### config.mk
export PLATFORM = sky130hd
export DESIGN_NAME = trace_msg_ser
export DESIGN_NICKNAME = d
export VERILOG_FILES = /design/src/rtl/trace_msg_ser.sv
export SDC_FILE = /design/constraint.sdc
export NUM_CORES = 1
export LEC_CHECK = 0
export BUFFER_PORTS_ARGS = -buffer_cell sky130_fd_sc_hd__buf_2
export CORE_ASPECT_RATIO = 0.7
export CORE_MARGIN = 4
export CORE_UTILIZATION = 45
export CTS_CLUSTER_SIZE = 25
export DETAILED_ROUTE_END_ITERATION = 7
export PLACE_DENSITY = 0.59
export SLEW_MARGIN = 5
export SYNTH_ARGS = -nofsm -noshare
export SYNTH_HDL_FRONTEND = slang
export SYNTH_SLANG_ARGS = --single-unit
export TNS_END_PERCENT = 1
### constraint.sdc
create_clock -name clk -period 3.4 [get_ports clk]
set_clock_uncertainty 0.2 [all_clocks]
set_input_delay 0.68 -clock clk [delete_from_list [all_inputs] [get_ports clk]]
set_output_delay 0.68 -clock clk [all_outputs]
set_load 0.03 [all_outputs]
### src/rtl/trace_msg_ser.sv
module trace_msg_ser #(
  parameter int QDEPTH = 4,
  parameter int WPW    = 6,
  parameter int TCW    = 6,
  parameter int SRCW   = 4,
  parameter int ECW    = 5,
  parameter int TC_WP  = 15,
  parameter int TC_ERR = 8,
  parameter int EC_OVR = 6,
  parameter int SRC_ID = 0
) (
  input  logic           clk,
  input  logic           rst_n,
  input  logic           wp_hit,
  input  logic [WPW-1:0] wp_num,
  output logic           mcko,
  output logic [1:0]     mdo,
  output logic           mseo
);
  localparam int WPMSGW    = TCW + SRCW + WPW;
  localparam int ERRMSGW   = TCW + SRCW + ECW;
  localparam int MSGW      = (WPMSGW > ERRMSGW) ? WPMSGW : ERRMSGW;
  localparam int WP_BEATS  = (WPMSGW + 1) / 2;
  localparam int ERR_BEATS = (ERRMSGW + 1) / 2;
  localparam int BCW       = $clog2(MSGW / 2 + 2);
  localparam int PW        = $clog2(QDEPTH);
  localparam int CW        = $clog2(QDEPTH + 1);

  logic [WPW:0]    q [QDEPTH];
  logic [PW-1:0]   rd, wr;
  logic [CW-1:0]   count;
  logic            ovf, gap;
  logic [BCW-1:0]  left;
  logic [MSGW-1:0] sh;

  logic            full, step, pop, push_err, push_wp, push;
  logic [WPW:0]    head;
  logic [MSGW-1:0] wp_vec, err_vec, ld;
  logic [BCW-1:0]  nbeats;

  assign full     = (count == CW'(QDEPTH));
  assign step     = mcko;
  assign pop      = step && (left == '0) && !gap && (count != '0);
  assign push_err = ovf && !full;
  assign push_wp  = wp_hit && !ovf && !full;
  assign push     = push_err || push_wp;

  assign head    = q[rd];
  assign wp_vec  = MSGW'({head[WPW-1:0], SRCW'(SRC_ID), TCW'(TC_WP)});
  assign err_vec = MSGW'({ECW'(EC_OVR), SRCW'(SRC_ID), TCW'(TC_ERR)});
  assign ld      = head[WPW] ? err_vec : wp_vec;
  assign nbeats  = head[WPW] ? BCW'(ERR_BEATS) : BCW'(WP_BEATS);

  always_ff @(posedge clk)
    if (push) q[wr] <= push_err ? {1'b1, {WPW{1'b0}}} : {1'b0, wp_num};

  always_ff @(posedge clk) begin
    if (!rst_n) begin
      rd    <= '0;
      wr    <= '0;
      count <= '0;
      ovf   <= 1'b0;
    end else begin
      if (push) wr <= (wr == PW'(QDEPTH - 1)) ? '0 : wr + 1'b1;
      if (pop)  rd <= (rd == PW'(QDEPTH - 1)) ? '0 : rd + 1'b1;
      count <= count + CW'(push) - CW'(pop);
      if (push_err)          ovf <= 1'b0;
      else if (wp_hit && full) ovf <= 1'b1;
    end
  end

  always_ff @(posedge clk) begin
    if (!rst_n) begin
      mcko <= 1'b0;
      mdo  <= 2'b00;
      mseo <= 1'b1;
      left <= '0;
      gap  <= 1'b0;
      sh   <= '0;
    end else begin
      mcko <= ~mcko;
      if (step) begin
        if (left != '0) begin
          mdo  <= sh[1:0];
          sh   <= sh >> 2;
          left <= left - 1'b1;
          mseo <= (left == BCW'(1));
          gap  <= (left == BCW'(1));
        end else if (gap) begin
          mdo  <= 2'b00;
          mseo <= 1'b1;
          gap  <= 1'b0;
        end else if (count != '0) begin
          mdo  <= ld[1:0];
          sh   <= ld >> 2;
          left <= nbeats - 1'b1;
          mseo <= 1'b0;
        end else begin
          mdo  <= 2'b00;
          mseo <= 1'b1;
        end
      end
    end
  end

  assert_beat_hold_R2: assert property (@(posedge clk) disable iff (!rst_n)
    !mcko |=> ($stable(mdo) && $stable(mseo)));

  assert_end_gap_R4: assert property (@(posedge clk) disable iff (!rst_n)
    $rose(mseo) |=> ##1 mseo);

  assert_no_overflow_R6: assert property (@(posedge clk) disable iff (!rst_n)
    count <= CW'(QDEPTH));

  assert_drop_flags_R7: assert property (@(posedge clk) disable iff (!rst_n)
    (wp_hit && full) |=> ovf);

  assert_err_once_R8: assert property (@(posedge clk) disable iff (!rst_n)
    (ovf && !full) |=> !ovf);
endmodule

Word-level counts from Yosys, hierarchy flattened. Memories as Yosys holds them, arrays and structs flattened. A register that Yosys moved wholly into a read port is not among the register bits. Index checks and enable logic that the tools add are counted.

Flip-flop bits (word level): 33. Latch bits: 0. RAM bits: 28. Bits in read-only memories: 0. Input bits: 9. Output and inout port bits: 4. Memories: 1.

Add/subtract/negate cells: 5. Multipliers: 0. Div/mod/pow operators: 0. Order comparisons: 0. Equal/unequal tests: 5. Shifts and indexed selects: 0. Mux-type cells: 21. Bitwise logic cells: 2. Reductions and logical operators: 17.

Memories: q (words 4, bits a word 7, read ports 1, clocked after Yosys merged registers in 1, write ports 1, RTL line 29) `logic [WPW:0] q [QDEPTH];`.

Operators by type and width (count): two-way mux 16 bit (4); two-way mux 2 bit (7); two-way mux 4 bit (3); logical AND 1 bit (7); two-way mux 7 bit (1); two-way mux 1 bit (6); adder 2 x 1 -> 2 bit, second input constant (2); == test 2 bit, second input constant (2); == test 4 x 1 -> 1 bit, second input constant (1); zero test 4 bit (1); nonzero test 4 bit (1); subtractor 4 x 1 -> 4 bit, second input constant (1); adder 3 x 1 -> 3 bit (1); == test 3 bit, second input constant (1); zero test 1 bit (3); AND reduction 3 bit (1); nonzero test 3 bit (1); subtractor 3 x 1 -> 3 bit (1); inequality test 2 x 1 -> 1 bit, second input constant (1); inverter 1 bit (2); nonzero test 2 bit (1); OR reduction 2 bit (1); logical OR 1 bit (1).

Depth between registers and ports, before layout. Gate-level depths: netlist of run 1.

Depth in word-level cells: 6. Gate-level depth with buffers: 10. Gate-level depth less buffers: 10.

Least setup slack after synthesis of run 1. OpenSTA, ideal clock, no wires.

Path type: reg2reg. From: register left[0]. To: register count[2]. Library setup time: 0.115 ns. Arrival time: 2.426 ns. Data required time: 3.085 ns. Path slack: 0.659 ns. Cell stages (with the launch flop): 11. Period minus slack after synthesis: 2.741 ns. Path through: dfxtp_1 -> inv_1 -> ha_1 -> or4b_4 -> nor3b_2 -> ha_1 -> inv_1 -> ha_1 -> fa_1 -> xnor2_1 -> and2_1.

Word-level cells in the longest chain between the ends: 5.

RTL lines: start: declaration (RTL line 33) `logic [BCW-1:0] left;`; start signal: assignment (RTL line 86) `left <= left - 1'b1;`; start signal: assignment (RTL line 96) `left <= nbeats - 1'b1;`; zero test 4 bit (RTL line 43) `assign pop = step && (left == '0) && !gap && (count != '0);`; logical AND 1 bit (3 in series) (RTL line 43); net pop (RTL line 36) `logic full, step, pop, push_err, push_wp, push;`; subtractor 3 x 1 -> 3 bit (RTL line 66) `count <= count + CW'(push) - CW'(pop);`; end signal: assignment (RTL line 66); end: declaration (RTL line 31) `logic [CW-1:0] count;`.

The timed path passes the listed nets, and every way through them passes these cells. A chain may end at the register's enable or synchronous reset.

Final worst setup path of run 1. Ends and elaborated chain as after synthesis.

==> results of run 1 <==
==> metal layers <==
| layer | GRT usage, % | vias up | part of all wire (%) |
|---|---|---|---|
| li1 | - | 751 | - |
| met4 | 5.303 | 0 | 1.3 |
| met1 | 18.39 | 760 | 49 |
| met3 | 4.611 | 6 | 3.2 |
| met5 | 0 | - | 0 |
| met2 | 22.92 | 25 | 47 |
==> kinds of logic (layout without fill, tap and decap cells) <==
| group | Yosys count | count (layout) | share of synthesized area (%) |
|---|---|---|---|
| XOR/XNOR | 2 | 2 | 0.6649 |
| AO/OA/AOI/OAI | 31 | 31 | 10.21 |
| flip-flops | 61 | 61 | 56.98 |
| adder cells (fa/ha/maj) | 11 | 11 | 5.508 |
| buffers and inverters | 22 | 42 | 4.131 |
| multiplexers | 12 | 12 | 8.595 |
| AND/OR/NAND/NOR | 58 | 58 | 13.91 |
==> how the worst max path moves through the flow <==
| stage | slack, ns | end | cells past startpoint |
|---|---|---|---|
| 6_report | 0.55 | count[2] | 11 |
| 5_1_grt | 0.38 | count[2] | 11 |
| 4_1_cts | 0.55 | count[2] | 11 |
| 3_5_place_dp | 0.55 | count[2] | 11 |
| 3_3_place_gp | 0.68 | count[2] | 11 |
| 2_1_floorplan | 0.66 | count[2] | 10 |
==> layout by cell type, fill, tap and decap left out, types with 2 or more instances in the layout <==
cell / instances
mux2i_1: 5
clkinv_2: 3
ha_1: 10
mux4_1: 5
inv_1: 12
a221o_2: 2
nor2b_1: 16
buf_2: 12
edfxtp_1: 28
mux4_2: 2
a31oi_1: 2
clkbuf_8: 11
a22oi_1: 7
nand2_1: 9
and2_1: 13
nor2_1: 4
nor3b_1: 2
and2_0: 2
o21ai_0: 4
o211a_1: 5
or3b_2: 2
o2bb2ai_1: 3
a221o_1: 2
buf_4: 2
dfxtp_1: 33
==> critical path, cell delays in order, from the launching register on <==
cell	delay, ns
dfxtp_1	0.35
inv_1	0.10
ha_1	0.23
or4b_4	0.52
nor3b_2	0.17
buf_4	0.16
ha_1	0.13
inv_1	0.04
ha_1	0.18
fa_1	0.38
xnor2_1	0.13
and2_1	0.15
==> power groups by stage <==
stage | registers [uW] | logic (uW) | clock network [uW]
after floorplan | 979 | 498 | 0
after global placement | 986 | 592 | 0
after detailed placement | 994 | 614 | 0
after CTS | 981 | 618 | 579
after global routing | 994 | 688 | 615
final | 980 | 613 | 563
==> registers in the layout, indices dropped and copies added, names as in the netlist, named ones only <==
register	cells
q	28
gap	1
ovf	1
sh	14
mseo	1
left	4
wr	2
mcko	1
mdo	2
rd	2
count	3
==> per-stage QoR <==
step | cell area, um2 | hold slack (ns) | setup WS, ns | total power (uW)
3_3_place_gp | 2740 | 0.2554 | 0.6804 | 1578
2_1_floorplan | 2635 | 0.2336 | 0.6588 | 1478
6_report | 2918 | 0.2747 | 0.5527 | 2156
3_5_place_dp | 2740 | 0.2560 | 0.5504 | 1608
5_1_grt | 2918 | 0.3010 | 0.3847 | 2297
4_1_cts | 2918 | 0.2711 | 0.5489 | 2178
==> final cells by class <==
class / instances / area (um2)
flip-flops and latches: 61 / 1501
clock inverters: 4 / 22.52
repair buffers: 14 / 75.07
multi-input cells: 114 / 1025
clock buffers: 12 / 155.1
inverters: 12 / 45.04
fillers: 490 / 2780
well taps: 75 / 93.84
==> run_results.csv, run 1 <==
group,metric,value,unit
placed_design,gp_congestion,0.8212,
layout,drive_gt1_share,19.82,%
cts,cts_hold_buf,0,
power_and_ir_drop,comb_power_share,28.4,%
cts,cts_root_buffer,"clkbuf_8",
worst_setup_path,critical_path_class,"reg2reg",
synth,syn_area,2635,um2
worst_setup_path,critPathCaptureType,"register",
floorplanning,rows,23,
power_and_ir_drop,p_clk_share,26.1,%
worst_setup_path,reg2reg_depth,11,
routing,routed_wl,4583,um
floorplanning,start_util,46.25,%
routing,vias,1542,
floorplanning,dieHeight,72.03,um
cts,htreeDepth,3,
worst_setup_path,startpoint_type,"register",
worst_setup_path,critPathMaxFanout,5,
routing,wl_per_cell,15.70,um
synth,async_reset_ff_share,0,%
routing,first_pass_iters,4,
sta,fin_crit_sh,83.74,%
global_route,grt_max_degree,31,
cts,cts_buffer_depth,2,
synth,yosysTopAreaCell,"edfxtp_1",
global_route,globalRouteOverflowTotal,0,
power_and_ir_drop,leakagePower,0.001122,uW
flow_run,drv_cap,0,
floorplanning,coreArea,5698,um2
worst_setup_path,required,3.42,ns
routing,drt.antenna.violating_nets,0,
worst_setup_path,reg2reg_slack,0.55,ns
floorplanning,fp.dieW,99.46,um
synth,synth-seq-area-share,56.98,%
sta,hold_viol_final,0,
synth,syn-mean-instance-area,13.38,um2
power_and_ir_drop,sequentialPowerShare,45.5,%
worst_setup_path,reg2reg_from,"left[0]",
power_and_ir_drop,p_switching,678.2,uW
sta,timing.slew.headroom,61.19,%
power_and_ir_drop,ir_drop,0.2703,mV
worst_setup_path,worstReg2RegEnd,"count[2]",
placed_design,dp_hpwl,3302,um
synth,synth_edf_count,28,
synth,synth.net_count,217,
synth,synth_cells,197,
layout,final_nets,232,
sta,period_needed,2.847,ns
synth,synth_flop_cell,"dfxtp_1",
cts,cts_tree,"built",
hold_path,whs_endpoint,"sh[13]",
routing,drcViolationCount,0,
hold_path,hp-start,"sh[13]",
global_route,grt_pass1_vias,1678,
floorplanning,die_area,7164,um2
synth,yosys.cell_count.top_type,"dfxtp_1",
placed_design,portBuffers,12,
sta,maxSlewViolCount,0,
worst_setup_path,cp.arrival,2.87,ns
placed_design,dp.cells,276,
power_and_ir_drop,power_switching_share,31.46,%
sta,setup_viol,0,
sta,worst_pin_slew,0.5790,ns
cts,ctsResizeCount,0,
cts,clock_latency,0.33,ns
layout,layout.cells.non_filler,292,
sta,fmax,351.2,MHz
worst_setup_path,cp-startpoint,"left[0]",
power_and_ir_drop,power_density,738.8,nW/um2
cts,cts_made_buffers,9,
routing,viasPerCell,5.281,
routing,drt-initial-drc-count,61,
power_and_ir_drop,internal_power,1478,uW
synth,synth_area_leaders,"edfxtp_1, dfxtp_1, mux4_1",
layout,syn_to_final_growth,10.73,%
synth,yosysWarnings,0,
synth,ys_ff_latch,61,
floorplanning,ioPinCount,13,
layout,utilization,51.21,%
sta,tns,0,ns
cts,post_cts_buffers,0,
layout,antenna_cells,0,
hold_path,hp-class,"reg2reg",
synth,yosysTopAreaCellShare,31.91,%
cts,clock_sinks,61,
sta,grt_setup_unrepaired,"no",
cts,path_clk_slew,0.07,ns
global_route,grt_usage,14.32,%
synth,synthDistinctLibCells,44,
global_route,antenna_found_initial,0,
global_route,grt_pass1_wl,7900,um
synth,synth_commonest_cells,"dfxtp_1, edfxtp_1, nor2b_1, and2_1, inv_1",
hold_path,hold_path_depth,1,
outcome,outcome,"completed",
No activity file was read; power rests on OpenSTA's default activity.
==> run 2: changes to the inputs <==
- ABC_AREA: unset -> 1
- PLACE_DENSITY: 0.59 -> 0.61
- clock period: 3.4 -> 2.3 ns (I/O delays scaled with it)
==> run_results.csv, run 2 <==
group,metric,value,unit
outcome,outcome,"completed",
synth,synth-seq-area-share,57.03,%
cts,htreeDepth,3,
floorplanning,coreArea,5450,um2
cts,cts_hold_buf,0,
routing,drt.antenna.violating_nets,0,
sta,timing.slew.headroom,62.26,%
power_and_ir_drop,power_density,1237,nW/um2
layout,reg_top3,"q: 28 flops, sh: 14 flops, left: 4 flops",
worst_setup_path,worstReg2RegEnd,"count[2]",
worst_setup_path,reg2reg_depth,11,
worst_setup_path,critical_path_class,"reg2reg",
routing,drcViolationCount,0,
global_route,antenna_found_initial,0,
synth,synth_commonest_cells,"nand2_1, dfxtp_1, inv_1, edfxtp_1, nor2_1",
synth,ys_ff_latch,61,
worst_setup_path,startpoint_type,"register",
power_and_ir_drop,sequentialPowerShare,39.6,%
global_route,grt.met3_usage,6.340,%
worst_setup_path,reg2reg_from,"left[0]",
global_route,grt_usage,15.80,%
power_and_ir_drop,internal_power,2420,uW
layout,final_nets,336,
flow_run,drv_cap,0,
worst_setup_path,critPathMaxFanout,4,
synth,yosysWarnings,0,
synth,synth_cells,288,
layout,regMostFlops,"q",
synth,async_reset_ff_share,0,%
synth,yosys.cell_count.top_type,"nand2_1",
worst_setup_path,cp-endpoint,"count[2]",
global_route,grt_pass1_vias,1815,
power_and_ir_drop,leakagePower,0.001314,uW
synth,synth_area_leaders,"edfxtp_1, dfxtp_1, nand2_1",
sta,hold_viol_final,0,
cts,cts_tree,"built",
sta,maxSlewViolCount,0,
sta,fmax,465.9,MHz
synth,synth_edf_count,28,
global_route,grt.busiest_layer,"met2",
cts,ctsResizeCount,0,
cts,cts_buffer_depth,2,
synth,synth_flop_cell,"dfxtp_1",
cts,cts_root_buffer,"clkbuf_8",
layout,drive_gt1_share,17.45,%
placed_design,portBuffers,12,
power_and_ir_drop,p_switching,1342,uW
hold_path,hp-class,"in2reg",
floorplanning,die_area,7157,um2
routing,wl_per_cell,12.70,um
placed_design,dp_hpwl,3379,um
floorplanning,rows,22,
sta,tns,0,ns
synth,syn_area,2633,um2
sta,fin_crit_sh,93.31,%
routing,drt-initial-drc-count,89,
floorplanning,ioPinCount,13,
synth,syn-mean-instance-area,9.141,um2
routing,viasPerCell,4.796,
cts,cts_made_buffers,9,
layout,antenna_cells,0,
synth,yosysTopAreaCellShare,31.94,%
cts,post_cts_buffers,0,
power_and_ir_drop,power_switching_share,35.67,%
routing,first_pass_iters,4,
worst_setup_path,cp.arrival,2.22,ns
floorplanning,dieHeight,71.99,um
sta,grt_setup_unrepaired,"no",
global_route,grt_use_met2,22.62,%
power_and_ir_drop,post-layout-total-power,3762,uW
worst_setup_path,critPathCaptureType,"register",
sta,period_needed,2.146,ns
floorplanning,start_util,48.30,%
layout,most-common-layout-cells,"nand2_1, inv_1, dfxtp_1",
layout,layout_commonest_cell,"nand2_1",
worst_setup_path,required,2.38,ns
layout,syn_to_final_growth,15.54,%
power_and_ir_drop,p_clk_share,26.8,%
cts,clock_latency,0.34,ns
global_route,globalRouteOverflowTotal,0,
placed_design,dp.cells,377,
global_route,globalRouteMet1Util,21.77,%
routing,vias,1885,
routing,routed_wl,4990,um
power_and_ir_drop,ir_drop,0.7004,mV
worst_setup_path,cp-startpoint,"left[0]",
global_route,grt_pass1_wl,8604,um
synth,synthDistinctLibCells,28,
layout,layout.cells.non_filler,393,
placed_design,gp_congestion,0.7563,
sta,worst_pin_slew,0.5654,ns
global_route,grt_max_degree,17,
power_and_ir_drop,comb_power_share,33.6,%
synth,yosysTopAreaCell,"edfxtp_1",
sta,setup_viol,0,
layout,largest_reg_flops,28,
layout,nFillCells,495,
worst_setup_path,reg2reg_slack,0.15,ns
cts,clock_sinks,61,
floorplanning,fp.dieW,99.42,um
synth,synth.net_count,308,
cts,path_clk_slew,0.07,ns
run 2: cell type report:
cell class                      instances  area [um2]  area share [%]
Multi-Input combinational cell        185       959.7           31.55
Sequential cell                        61        1504           49.44
Clock buffer                           10       127.6           4.196
Clock inverter                          6       77.57           2.550
Inverter                               35       132.6           4.360
Tap cell                               72       90.09           2.962
Timing Repair Buffer                   24       150.1           4.936
run 2: stage by stage:
step	hold slack, ns	util, %	instance area, um2	setup WS, ns
2_1_floorplan	0.2361	-	2634	0.1008
6_report	0.2533	55.81	3042	0.1538
3_5_place_dp	0.2538	52.02	2835	0.1191
3_3_place_gp	0.2499	52.02	2835	0.1614
4_1_cts	0.2382	55.79	3040	0.09690
5_1_grt	0.2843	55.81	3042	0.01141
run 2: worst min path at each step:
| stage | from | end | slack [ns] | cells past startpoint |
|---|---|---|---|---|
| 6_report | wp_hit | ovf | 0.25 | 4 |
| 2_1_floorplan | sh[3] | sh[3] | 0.24 | 2 |
| 3_3_place_gp | sh[6] | sh[6] | 0.25 | 2 |
| 5_1_grt | sh[6] | sh[6] | 0.28 | 2 |
| 3_5_place_dp | sh[6] | sh[6] | 0.25 | 2 |
| 4_1_cts | wp_hit | ovf | 0.24 | 4 |
run 2: per-layer routing:
layer,vias to the layer above,wire (um)
met5,-,0
met4,0,72
met3,8,180
met2,24,2142
met1,865,2595
li1,988,-
run 2: cells by family (layout without fill, tap and decap cells):
family          count (synthesis)  after routing  share of synthesized area, %
flops                          61             61                         57.03
buf+inv                        42             75                         6.512
compound gates                 43             43                         8.603
mux                             1              1                        0.3802
xor+xnor                        2              2                        0.6655
fa+ha+maj                      11             11                         5.513
simple gates                  128            128                         21.29
run 2: critical path, cell delays in order (launching register included):
cell     delay (ns)
dfxtp_2        0.35
inv_1          0.07
ha_1           0.23
nand2_4        0.08
nor2_4         0.04
ha_1           0.27
inv_1          0.04
ha_1           0.18
fa_1           0.35
inv_1          0.07
o21ai_0        0.08
a21oi_1        0.11
run 2: power groups by stage:
stage	registers [uW]	logic, uW	clock network [uW]
global route	1510	1460	1080
finish	1490	1260	1010
CTS	1490	1280	1030
global placement	1510	1240	0
detailed placement	1510	1270	0
floorplan	1510	924	0
==> run 3: changes to the inputs <==
--- a/config.mk
+++ b/config.mk
@@ -14,5 +14,5 @@
 export DETAILED_ROUTE_END_ITERATION = 7
 export PLACE_DENSITY = 0.61
-export SLEW_MARGIN = 5
+export SLEW_MARGIN = 20
 export SYNTH_ARGS = -nofsm -noshare
 export SYNTH_HDL_FRONTEND = slang
==> constraint.sdc (replaced) <==
create_clock -name clk -period 2.3 [get_ports clk]
set_clock_uncertainty 0.2 [all_clocks]
set_input_delay 0.345 -clock clk [delete_from_list [all_inputs] [get_ports clk]]
set_output_delay 0.345 -clock clk [all_outputs]
set_load 0.03 [all_outputs]
==> run_results.csv, run 3 (same netlist as run 2, synthesis figures left out) <==
group,metric,value,unit
placed_design,gp_congestion,0.7536,
routing,first_pass_iters,4,
worst_setup_path,crit_chain,"inv_1 -> ha_1 -> nand2_4 -> nor2_4 -> ha_1 -> inv_1 -> ha_1 -> fa_1 -> inv_1 -> o21ai_0 -> a21oi_1",
layout,reg_top3,"q: 28 flops, sh: 14 flops, left: 4 flops",
layout,utilization,54.89,%
cts,cts_tree,"built",
layout,most-common-layout-cells,"nand2_1, inv_1, dfxtp_1",
sta,timing.slew.headroom,62.83,%
layout,largest_reg_flops,28,
outcome,outcome,"completed",
global_route,antenna_found_initial,0,
worst_setup_path,critPathCaptureType,"register",
floorplanning,ioPinCount,13,
floorplanning,start_util,48.30,%
worst_setup_path,cp_top_family,"adder cells",
layout,stdcell_area,2992,um2
sta,grt_setup_unrepaired,"no",
cts,cts_root_buffer,"clkbuf_8",
hold_path,whs_endpoint,"ovf",
sta,maxSlewViolCount,0,
layout,final_nets,333,
cts,cts_made_buffers,9,
placed_design,postPlaceCellArea,2813,um2
cts,htreeDepth,3,
global_route,globalRouteOverflowTotal,0,
worst_setup_path,reg2reg_slack,0.13,ns
worst_setup_path,crit_path_max_incr_delay,0.35,ns
cts,cts_buffer_depth,2,
power_and_ir_drop,leakagePower,0.001287,uW
layout,drive_gt1_share,16.67,%
power_and_ir_drop,power_density,1197,nW/um2
layout,layout_commonest_cell,"nand2_1",
cts,path_clk_slew,0.06,ns
layout,syn_to_final_growth,13.64,%
cts,clock_sinks,61,
worst_setup_path,critical_path_class,"reg2reg",
routing,viasPerCell,4.800,
floorplanning,dieHeight,71.99,um
sta,tns,0,ns
floorplanning,die_area,7157,um2
worst_setup_path,startpoint_type,"register",
floorplanning,rows,22,
worst_setup_path,reg2reg_from,"left[0]",
routing,routed_wl,5051,um
routing,drt-initial-drc-count,96,
routing,drcViolationCount,0,
hold_path,hold_path_depth,4,
worst_setup_path,worstReg2RegEnd,"count[2]",
floorplanning,fp.dieW,99.42,um
sta,fmax,460.2,MHz
floorplanning,coreArea,5450,um2
global_route,grt_usage,16.08,%
worst_setup_path,cpMaxStageDelayCell,"dfxtp_2",
global_route,grt_max_degree,18,
sta,worst_pin_slew,0.5569,ns
placed_design,dp_hpwl,3399,um
routing,vias,1872,
cts,clock_latency,0.34,ns
sta,hold_viol_final,0,
worst_setup_path,required,2.37,ns
power_and_ir_drop,ir_drop,0.4543,mV
placed_design,portBuffers,12,
sta,fin_crit_sh,94.47,%
worst_setup_path,crit_buf_inv,3,
worst_setup_path,reg2reg_depth,11,
worst_setup_path,cp.arrival,2.24,ns
layout,regMostFlops,"q",
cts,post_cts_buffers,0,
cts,cts_hold_buf,0,
global_route,grt_pass1_wl,8673,um
global_route,grt_pass1_vias,1854,
hold_path,hp-class,"in2reg",
flow_run,drv_cap,0,
routing,drt.antenna.violating_nets,0,
sta,setup_viol,0,
layout,antenna_cells,0,
routing,wl_per_cell,12.95,um
sta,period_needed,2.173,ns
hold_path,hp-start,"wp_hit",
worst_setup_path,critPathMaxFanout,4,
run 3: final cells by class:
type,count,area [um2]
repair buffers,21,127.6
fillers,501,2459
inverters,35,132.6
clock buffers,14,162.7
clock inverters,2,10.01
flip-flops and latches,61,1504
multi-input cells,185,964.7
well taps,72,90.09
run 3: worst max path at each step:
| stage | end | depth (start not counted) | startpoint | slack [ns] |
|---|---|---|---|---|
| 2_1_floorplan | count[1] | 9 | mcko | 0.10 |
| 3_3_place_gp | count[2] | 11 | left[0] | 0.17 |
| 3_5_place_dp | count[2] | 11 | left[0] | 0.09 |
| 4_1_cts | count[2] | 11 | left[0] | 0.06 |
| 5_1_grt | count[2] | 11 | left[0] | 0.0005 |
| 6_report | count[2] | 11 | left[0] | 0.13 |
run 3: per-stage QoR:
step	power [uW]	setup WS (ns)	cells	hold slack [ns]
2_1_floorplan	2431	0.1008	288	0.2361
3_3_place_gp	2722	0.1675	374	0.2506
3_5_place_dp	2750	0.09302	374	0.2542
4_1_cts	3591	0.05624	390	0.1359
5_1_grt	3860	0.0004650	390	0.1806
6_report	3582	0.1273	390	0.1384
run 3: metal layers:
metal	GRT usage (%)	vias to the layer above	part of all wire, %
met4	5.455	0	1.0
met1	21.38	866	50
met3	6.628	4	5.0
met2	23.88	25	44
met5	0	-	0
li1	-	977	-
run 3: worst min-delay path, cell delays in order:
cell and delay [ns]:
buf_2 0.07, or2_2 0.11, nand2_1 0.04, nor2_1 0.07
run 3: power by group:
| part | internal (uW) | switching [uW] |
|---|---|---|
| registers | 1360 | 140 |
| logic | 448 | 796 |
| clock network | 447 | 390 |
| total | 2260 | 1330 |
run 3: what timing repair did:
| action | 4_1_cts | 5_1_grt |
|---|---|---|
| setup endpoints to repair | 0 | 1 |
| resized for setup | 0 | 2 |
| endpoints found under the hold margin | 0 | 0 |
